[config.mk]
export PLATFORM = sky130hd
export DESIGN_NAME = err_inject_trigger
export DESIGN_NICKNAME = d
export VERILOG_FILES = /design/src/rtl/errins_pkg.sv /design/src/rtl/errins_sync.sv /design/src/rtl/errins_src_sel.sv /design/src/rtl/errins_arm.sv /design/src/rtl/err_inject_trigger.sv
export SDC_FILE = /design/constraint.sdc
export NUM_CORES = 1
export LEC_CHECK = 0
export ABC_AREA = 1
export BUFFER_PORTS_ARGS = -buffer_cell sky130_fd_sc_hd__buf_4
export CORE_AREA = 5 5 42 44
export DETAILED_ROUTE_END_ITERATION = 6
export DIE_AREA = 0 0 47 49
export SLEW_MARGIN = 20
export SYNTH_ARGS = -nofsm -noshare
export SYNTH_HDL_FRONTEND = slang
export SYNTH_SLANG_ARGS = --single-unit
[constraint.sdc]
create_clock -name clk_i -period 0.9 [get_ports clk_i]
set_input_delay 0.09 -clock clk_i [delete_from_list [all_inputs] [get_ports clk_i]]
set_output_delay 0.09 -clock clk_i [all_outputs]
set_load 0.01 [all_outputs]
[src/rtl/errins_pkg.sv]
package errins_pkg;

  typedef enum logic [1:0] {
    SRC_BLK  = 2'd0,
    SRC_PORT = 2'd1,
    SRC_GLB  = 2'd2,
    SRC_PIN  = 2'd3
  } trig_src_e;

  // cascade: lowest level with mode 0 owns the trigger
  function automatic trig_src_e pick_src(logic blk_mode, logic port_mode, logic glb_mode);
    if (!blk_mode)       return SRC_BLK;
    else if (!port_mode) return SRC_PORT;
    else if (!glb_mode)  return SRC_GLB;
    else                 return SRC_PIN;
  endfunction

endpackage

[src/rtl/errins_sync.sv]
module errins_sync #(
  parameter int unsigned STAGES = 2
) (
  input  logic clk_i,
  input  logic rst_ni,
  input  logic d_i,
  output logic q_o
);
  logic [STAGES-1:0] chain_q;

  for (genvar k = 0; k < STAGES; k++) begin : g_stage
    if (k == 0) begin : g_first
      always_ff @(posedge clk_i or negedge rst_ni)
        if (!rst_ni) chain_q[k] <= 1'b0;
        else         chain_q[k] <= d_i;
    end else begin : g_rest
      always_ff @(posedge clk_i or negedge rst_ni)
        if (!rst_ni) chain_q[k] <= 1'b0;
        else         chain_q[k] <= chain_q[k-1];
    end
  end

  assign q_o = chain_q[STAGES-1];
endmodule

[src/rtl/errins_src_sel.sv]
module errins_src_sel
  import errins_pkg::*;
(
  input  logic blk_mode_i,
  input  logic port_mode_i,
  input  logic glb_mode_i,
  input  logic blk_trig_i,
  input  logic port_trig_i,
  input  logic glb_trig_i,
  input  logic pin_sync_i,
  output logic trig_o
);
  trig_src_e src;

  always_comb begin
    src = pick_src(blk_mode_i, port_mode_i, glb_mode_i);
    unique case (src)
      SRC_BLK:  trig_o = blk_trig_i;
      SRC_PORT: trig_o = port_trig_i;
      SRC_GLB:  trig_o = glb_trig_i;
      default:  trig_o = pin_sync_i;
    endcase
  end
endmodule

[src/rtl/errins_arm.sv]
module errins_arm #(
  parameter int unsigned NUM_TYPES = 4
) (
  input  logic                 clk_i,
  input  logic                 rst_ni,
  input  logic                 trig_i,
  input  logic                 opp_i,
  input  logic [NUM_TYPES-1:0] type_en_i,
  output logic [NUM_TYPES-1:0] insert_o
);
  logic trig_q, rise, pend_q, pend_d;

  assign rise = trig_i & ~trig_q;

  // a fresh edge re-arms even while an opportunity consumes the old one
  assign pend_d = rise | (pend_q & ~opp_i);

  always_ff @(posedge clk_i or negedge rst_ni) begin
    if (!rst_ni) begin
      trig_q <= 1'b0;
      pend_q <= 1'b0;
    end else begin
      trig_q <= trig_i;
      pend_q <= pend_d;
    end
  end

  for (genvar i = 0; i < NUM_TYPES; i++) begin : g_type
    assign insert_o[i] = opp_i & pend_q & type_en_i[i];
  end


  ins_masked_chk: assert property (@(posedge clk_i) disable iff (!rst_ni)
    (insert_o & ~type_en_i) == '0);

  no_ins_idle_chk: assert property (@(posedge clk_i) disable iff (!rst_ni)
    !pend_q |-> insert_o == '0);

  pend_clear_chk: assert property (@(posedge clk_i) disable iff (!rst_ni)
    (pend_q && opp_i && !rise) |=> !pend_q);

  pend_hold_chk: assert property (@(posedge clk_i) disable iff (!rst_ni)
    (pend_q && !opp_i) |=> pend_q);

  pend_set_chk: assert property (@(posedge clk_i) disable iff (!rst_ni)
    $rose(pend_q) |-> $past(trig_i) && !$past(trig_q));

  level_no_rearm_chk: assert property (@(posedge clk_i) disable iff (!rst_ni)
    (trig_q && trig_i && !pend_q) |=> !pend_q);
endmodule

[src/rtl/err_inject_trigger.sv]
module err_inject_trigger #(
  parameter int unsigned NUM_TYPES   = 4,
  parameter int unsigned SYNC_STAGES = 2
) (
  input  logic                 clk_i,
  input  logic                 rst_ni,
  input  logic                 blk_mode_i,
  input  logic                 port_mode_i,
  input  logic                 glb_mode_i,
  input  logic                 blk_trig_i,
  input  logic                 port_trig_i,
  input  logic                 glb_trig_i,
  input  logic                 gpio_i,
  input  logic [NUM_TYPES-1:0] type_en_i,
  input  logic                 opp_i,
  output logic [NUM_TYPES-1:0] insert_o
);
  logic pin_sync, trig_sel;

  errins_sync #(.STAGES(SYNC_STAGES)) u_sync (
    .clk_i  (clk_i),
    .rst_ni (rst_ni),
    .d_i    (gpio_i),
    .q_o    (pin_sync)
  );

  errins_src_sel u_sel (
    .blk_mode_i  (blk_mode_i),
    .port_mode_i (port_mode_i),
    .glb_mode_i  (glb_mode_i),
    .blk_trig_i  (blk_trig_i),
    .port_trig_i (port_trig_i),
    .glb_trig_i  (glb_trig_i),
    .pin_sync_i  (pin_sync),
    .trig_o      (trig_sel)
  );

  errins_arm #(.NUM_TYPES(NUM_TYPES)) u_arm (
    .clk_i     (clk_i),
    .rst_ni    (rst_ni),
    .trig_i    (trig_sel),
    .opp_i     (opp_i),
    .type_en_i (type_en_i),
    .insert_o  (insert_o)
  );


  blk_route_chk: assert property (@(posedge clk_i) disable iff (!rst_ni)
    !blk_mode_i |-> trig_sel == blk_trig_i);

  pin_sync_chk: assert property (@(posedge clk_i) disable iff (!rst_ni)
    $rose(pin_sync) |-> $past(gpio_i, 2));
endmodule

==> impl_results.md, run 1 <==
* Result of the run: finished, violations left
* Violations in the final reports: negative setup slack
* Worst hold path depth at 3
* Worst slew margin at 92.4%
* Netlist Area Pre-Place at between 150 and 200 um^2
* Global-route usage over all layers at 4.38%
* Fin util at between 20% and 30%
* Final worst setup slack at -0.0880 ns
* Unique cell type count in the Yosys netlist at 7
* Post-synth ARST share at 100%
* Worst-case hold path end point: u_arm.trig_q
* Reg-to-reg endpoint: u_arm.pend_q
* Count of pins on the block boundary at 18
* Highest ir drop seen on vdd at 0.000778 V
* Critical path class: reg -> out
* Most instantiated flip-flop cell in the synthesis netlist: sky130_fd_sc_hd__dfrtp_1
* Slack of the worst reg-to-reg path at about 0.1 ns
* Total via count in the routed design at 221
* Core ar. at roughly 1400 um^2
* Type of destination of the critical path: output port
* Quantity of I/O buffers inserted on ports at 17
* Total count of hold-check failures in the final report at 0
* Number of synthesized flops with an enable pin at 0
* Hold Path Origin: blk_trig_i
* Via count of the first global-routing pass at 168
* Site row count at 14
* HPWL after detailed placement at 425 um
* Sum of routed wire length over all layers at between 500 and 600 um
* Fin crit share at 110%
* Worst Reg2Reg Path Length in Cells at 6
* Final clock skew at roughly 0.0049 ns
* Final weighted congestion in routability-driven placement at a little over 0.6
* Achievable frequency at 1010 MHz
* Congestion Overflow GR at 0
* Placement-stage cell area at between 300 and 400 um^2
* Post-route design area at approximately 400 um^2
* Cell with the biggest individual delay on the critical path: sky130_fd_sc_hd__dfrtp_1
* Arrival time worst endpoint at roughly 0.9 ns
* Most area-consuming cells after synthesis: sky130_fd_sc_hd__dfrtp_1, sky130_fd_sc_hd__inv_1, sky130_fd_sc_hd__nand2_1, sky130_fd_sc_hd__nor2_1, sky130_fd_sc_hd__nand2_2
* Starting utilization of the core area at 14.0%
* Type of the most critical hold path: in -> reg
* Layout area overhead at 106%
* Worst Max-Slew Pin Slew at around 0.11 ns
* Post-synthesis instance total at 28
* Number of DRC markers in iteration 0 at 4
* Die Span Y at about 49 um
* Number of failing setup endpoints in the final timing report at 4
* Max Root-Sink Buffers at 2
* Detailed-route wire length per cell at just under 8 um
* Longest individual stage delay on the worst path at 0.38 ns
* Cell Pwr Density at 1340 nW/um^2
* Mean instance size in the synthesized netlist at 7.02 um^2
* Critical-path cell list: nand2_2 -> nor2_1 -> buf_4
* Clock period minus worst slack at 0.988 ns
* CTS tree: built
* Number of nets with antenna violations after routing at 0
* Clock net sink count at 4
* DR DRC count at 0
* Synthesized netlist net count at 42
* Element type at the critical path start: flip-flop
* Leakage power at about 0.24 nW
* Width of the die at 47 um
* WP data required at just over 0.8 ns
* Via density at 3.30
* Max-capacitance violation count at 0
* Clock-pin slew on the worst setup and hold paths at 0.04 ns
* Clock root buffer: sky130_fd_sc_hd__clkbuf_4
* Leading area contributor after synthesis: sky130_fd_sc_hd__dfrtp_1
* Depth of the CTS H-tree at 1
* Worst-skew pair later-pin latency at around 0.23 ns
* Register area share after synthesis at about half
* Startpoint of the lowest-slack register-to-register path: u_sync.q_o
* Antenna diode instance count at 0
* Synth Warn # at 0
* Number of antenna violations at the first check in global routing at 0
* Wire length of the first global-routing pass at approximately 650 um
* Maximum number of pins on one net before global-route repair at 5
* Number of synthesized register bits at 4
* Fraction of final layout cells with drive strength greater than 1 at around half
* Count of nets after finishing at 67
* Router iterations before antenna repair at 4
* Number of buffers inserted during clock tree synthesis at 3
* Area share of the leading cell type in the synthesized netlist at between 50% and 60%
* Setup repair after global routing missed its margin: yes
* Most frequent cells after synthesis: sky130_fd_sc_hd__inv_1, sky130_fd_sc_hd__nand2_1, sky130_fd_sc_hd__nor2_1
* Maximum net fanout on the critical path at 4
* Final Slew Violations at 0
* Total of fill cells in the finished design at roughly 160
* Overall die area at between 2000 and 2500 um^2
[metrics by stage]
step           hold WS [ns]  instances  setup WS (ns)  total power [mW]  setup TNS [ns]
5_1_grt               0.102         67         -0.137             0.592          -0.518
2_1_floorplan        -0.206         28          0.144             0.241               0
4_1_cts              0.0860         66        -0.0895             0.550          -0.330
6_report             0.0950         67        -0.0880             0.544          -0.300
3_5_place_dp         -0.108         61         0.0878             0.309               0
3_3_place_gp         -0.112         61         0.0984             0.307               0
[worst max-delay path by stage]
stage	to	startpoint	slack (ns)
2_1_floorplan	u_arm.pend_q	u_sync.q_o	0.14
3_3_place_gp	u_arm.pend_q	u_sync.q_o	0.1
3_5_place_dp	u_arm.pend_q	u_sync.q_o	0.09
4_1_cts	insert_o[3]	u_arm.pend_q	-0.09
5_1_grt	insert_o[1]	u_arm.pend_q	-0.14
6_report	insert_o[1]	u_arm.pend_q	-0.09
[placed cells by master, fill, tap and decap left out]
| cell type | synthesis | layout |
|---|---|---|
| sky130_fd_sc_hd__buf_4 | 0 | 17 |
| sky130_fd_sc_hd__inv_1 | 8 | 8 |
| sky130_fd_sc_hd__nand2_1 | 8 | 7 |
| sky130_fd_sc_hd__dfrtp_1 | 4 | 4 |
| sky130_fd_sc_hd__nor2_1 | 5 | 3 |
| sky130_fd_sc_hd__nor2_2 | 1 | 3 |
| sky130_fd_sc_hd__clkbuf_4 | 0 | 3 |
| sky130_fd_sc_hd__nand2_2 | 1 | 2 |
| sky130_fd_sc_hd__dlygate4sd3_1 | 0 | 2 |
| sky130_fd_sc_hd__nand3_1 | 1 | 1 |
| sky130_fd_sc_hd__buf_6 | 0 | 1 |
[layer usage]
metal,up-vias,routed length [um],global-route usage (%)
met5,-,0,0
met4,0,0,1.38
met3,0,125,6.27
met2,15,219,4.52
met1,81,183,4.88
li1,125,-,-
[cells by family after synthesis]
logic type,after synthesis,synth area share (%)
simple gates,16,33.8
buf+inv,8,15.3
flops,4,51.0
[report_power, final]
part	leakage [nW]	switching, mW	internal [mW]
logic	0.178	0.0495	0.0775
clock network	0.0138	0.0672	0.149
registers	0.0474	0.00577	0.196
[state kept, by name, summed over array words and instances (netlist names)]
signal / flops
u_arm.trig_q: 1
u_sync.q_o: 1
u_arm.pend_q: 1
u_sync.chain_q: 1
[cell type report]
type,count,area [um^2],area share (%)
sequential,4,100,24.7
timing repair buffer,20,159,39.2
multi-input combinational,16,73.8,18.2
inverter,8,30.0,7.41
clock buffer,3,22.5,5.56
tap,16,20.0,4.94
[what timing repair did]
action,4_1_cts,5_1_grt
hold endpoints to repair,5,0
pin swaps,1,1
buffers inserted,0,1
resized for setup,1,3
setup endpoints to repair,4,4
hold buffers,2,0
[worst max-delay path: cells and delay by family (launching register included)]
kind                   cells  cell delay, ns
flip-flops                 1            0.38
buffers and inverters      1            0.13
AND/OR/NAND/NOR            2            0.15
Power figures use the tool's default switching activity.
==> run 2, diff against run 1 <==
--- a/config.mk
+++ b/config.mk
@@ -5,7 +5,6 @@
 export SDC_FILE = /design/constraint.sdc
 export NUM_CORES = 1
 export LEC_CHECK = 0
-export ABC_AREA = 1
 export BUFFER_PORTS_ARGS = -buffer_cell sky130_fd_sc_hd__buf_4
 export CORE_AREA = 5 5 42 44
 export DETAILED_ROUTE_END_ITERATION = 6
==> run 2 against run 1 <==
  * The flow still finishes with violations (negative setup slack)
  * Flip-flop and latch count is the same
  * Register-to-register slack got worse by 0.18 ns
  * Worst setup slack worse by 0.013 ns
  * Worst hold slack lost 0.039 ns
  * Critical path type unchanged
  * Largest cell class unchanged
  * Highest routed layer unchanged
==> impl_results.md, run 2 <==
* Final weighted congestion in routability-driven placement at 0.612
* Total of fill cells in the finished design at 160
* Number of synthesized flops with an enable pin at 0
* Startpoint of the lowest-slack register-to-register path: u_sync.q_o
* Termination of the worst setup path: insert_o[3]
* Total via count in the routed design at approximately 210
* Number of synthesized register bits at 4
* Most instantiated flip-flop cell in the synthesis netlist: sky130_fd_sc_hd__dfrtp_1
* Core ar. at 1400 um^2
* Result of the run: finished, violations left
* Congestion Overflow GR at 0
* Final-layout worst hold slack at ~0.056 ns
* Count of pins on the block boundary at 18
* Type of destination of the critical path: output port
* Starting utilization of the core area at roughly 13%
* Max Root-Sink Buffers at 2
* Unique cell type count in the Yosys netlist at 9
* Worst Max-Slew Pin Slew at around 0.17 ns
* Cell Pwr Density at between 1000 and 1500 nW/um^2
* Detailed-route wire length per cell at ~10 um
* Via count of the first global-routing pass at ~220
* Final-layout setup total negative slack at -0.479 ns
* Violations in the final reports: negative setup slack
* Setup repair after global routing missed its margin: yes
* Area share of the leading cell type in the synthesized netlist at 55.9%
* Footprint of the multi-input gates at 72.6 um^2
* Count of nets after finishing at 56
* Total count of hold-check failures in the final report at 0
* CTS tree: built
* Worst slew margin at about nine tenths
* Quantity of I/O buffers inserted on ports at 17
* Placement-stage cell area at around 330 um^2
* Element type at the critical path start: flip-flop
* Number of DRC markers in iteration 0 at 1
* Highest ir drop seen on vdd at ~0.001 V
* Maximum net fanout on the critical path at 5
* Global-route usage over all layers at slightly below 6%
* Critical-path cell list: and3_1 -> buf_6
* Leakage power at around 0.21 nW
* Mean instance size in the synthesized netlist at ~11 um^2
* Die Span Y at 49 um
* Longest individual stage delay on the worst path at about 0.4 ns
* Fin crit share at 111%
* Number of failing setup endpoints in the final timing report at 5
* Worst-skew pair later-pin latency at approximately 0.24 ns
* Most used cells in the layout excluding fill and tap cells: sky130_fd_sc_hd__buf_4, sky130_fd_sc_hd__buf_6, sky130_fd_sc_hd__dfrtp_1
* Reg-to-reg endpoint: u_arm.pend_q
* Worst Reg2Reg Path Length in Cells at 3
* Arrival time worst endpoint at ~0.91 ns
* Crit-path leading delay family: flip-flops
* Width of the die at roughly 47 um
* Via density at roughly 3.8
* Footprint of the flip-flops and latches at about 100 um^2
* Clock root buffer: sky130_fd_sc_hd__clkbuf_4
* Register area share after synthesis at approximately 56%
* Site row count at 14
* Wire length of the first global-routing pass at 862 um
* Netlist Area Pre-Place at between 150 and 200 um^2
* Depth of the CTS H-tree at 1
* Most frequent cells after synthesis: sky130_fd_sc_hd__and3_1, sky130_fd_sc_hd__dfrtp_1, sky130_fd_sc_hd__inv_1
* Worst hold path depth at 2
* Antenna diode instance count at 0
* Layout area overhead at 122%
* Post-synthesis instance total at 17
* Cell with the biggest individual delay on the critical path: sky130_fd_sc_hd__dfrtp_1
* Slack of the worst reg-to-reg path at -0.08 ns
* WP depth at 2
* Post-synth ARST share at between 90% and 100%
* Post-route design area at just under 400 um^2
* Leading area contributor after synthesis: sky130_fd_sc_hd__dfrtp_1
* Fraction of final layout cells with drive strength greater than 1 at a little under three fifths
* Most common cell after layout, fill and taps aside: sky130_fd_sc_hd__buf_4
* Number of antenna violations at the first check in global routing at 0
* Fin util at 28.3%
* Final Slew Violations at 0
* Critical path class: reg -> out
* Number of nets with antenna violations after routing at 0
* Synth Warn # at 0
* Maximum number of pins on one net before global-route repair at 6
* Clock net sink count at 4
* Clock-pin slew on the worst setup and hold paths at approximately 0.040 ns
* Type of the most critical hold path: in -> reg
* Worst path bufs/invs at 1
* Tot Pwr at between 0.5 and 0.6 mW
* Final worst setup slack at -0.101 ns
* DR DRC count at 0
* Overall die area at approximately 2300 um^2
* Router iterations before antenna repair at 2
* Number of buffers inserted during clock tree synthesis at 3
* Achievable frequency at between 900 and 1000 MHz
* WP data required at 0.81 ns
* Start point of the critical path: u_arm.pend_q
* Synthesized netlist net count at 31
* Most area-consuming cells after synthesis: sky130_fd_sc_hd__dfrtp_1, sky130_fd_sc_hd__and3_1, sky130_fd_sc_hd__inv_1, sky130_fd_sc_hd__a221o_1, sky130_fd_sc_hd__mux2i_1
* Final clock skew at 0.00744 ns
* Max-capacitance violation count at 0
* Sum of routed wire length over all layers at slightly below 600 um
* Clock period minus worst slack at roughly 1 ns
run 2: worst min-delay path by stage:
stage | from | slack [ns] | endpoint
after global routing | blk_mode_i | 0.05 | u_arm.trig_q
after detailed placement | rst_ni | -0.11 | u_sync.q_o
after floorplan | rst_ni | -0.21 | u_arm.pend_q
final | blk_mode_i | 0.06 | u_arm.trig_q
after CTS | blk_mode_i | 0.04 | u_arm.trig_q
after global placement | rst_ni | -0.11 | u_sync.chain_q[0]
run 2: final cells by class:
type	count	area share, %
clock buffers	3	5.68
inverters	3	2.84
multi-input cells	10	18.3
flip-flops and latches	4	25.2
well taps	16	5.05
repair buffers	20	42.9
run 2: where the power goes:
group          total, mW  internal, mW  switching, mW
Clock              0.223         0.149         0.0741
Sequential         0.205         0.196        0.00901
Combinational      0.127        0.0873         0.0399
Total              0.556         0.433          0.123
run 2: routing by layer:
layer / GRT usage [%] / wire, um / share of wire, %
met2: 9.05 / 316 / 54
met1: 4.67 / 176 / 30
met3: 6.64 / 94 / 16
met5: 0 / 0 / 0
met4: 1.38 / 0 / 0
run 2: cell families (layout without fill, tap and decap cells):
logic type	count (synthesis)	after routing	share of synthesized area [%]
buf+inv	3	26	6.29
compound gates	4	4	15.4
mux	1	1	5.59
simple gates	5	5	16.8
flops	4	4	55.9
run 2: repair_timing:
action | in CTS | in global routing
hold endpoints to repair | 5 | 0
hold buffers | 2 | 0
gates resized for setup | 5 | 0
endpoints found under the setup margin | 5 | 6
cloned | 0 | 0
setup buffers | 1 | 0
pin swaps | 2 | 1
run 2: metrics by stage:
stage / setup slack, ns / instances
after floorplan: -0.0355 / 17
after global placement: -0.0560 / 50
after detailed placement: -0.0830 / 50
after CTS: -0.122 / 56
after global routing: -0.164 / 56
final: -0.101 / 56
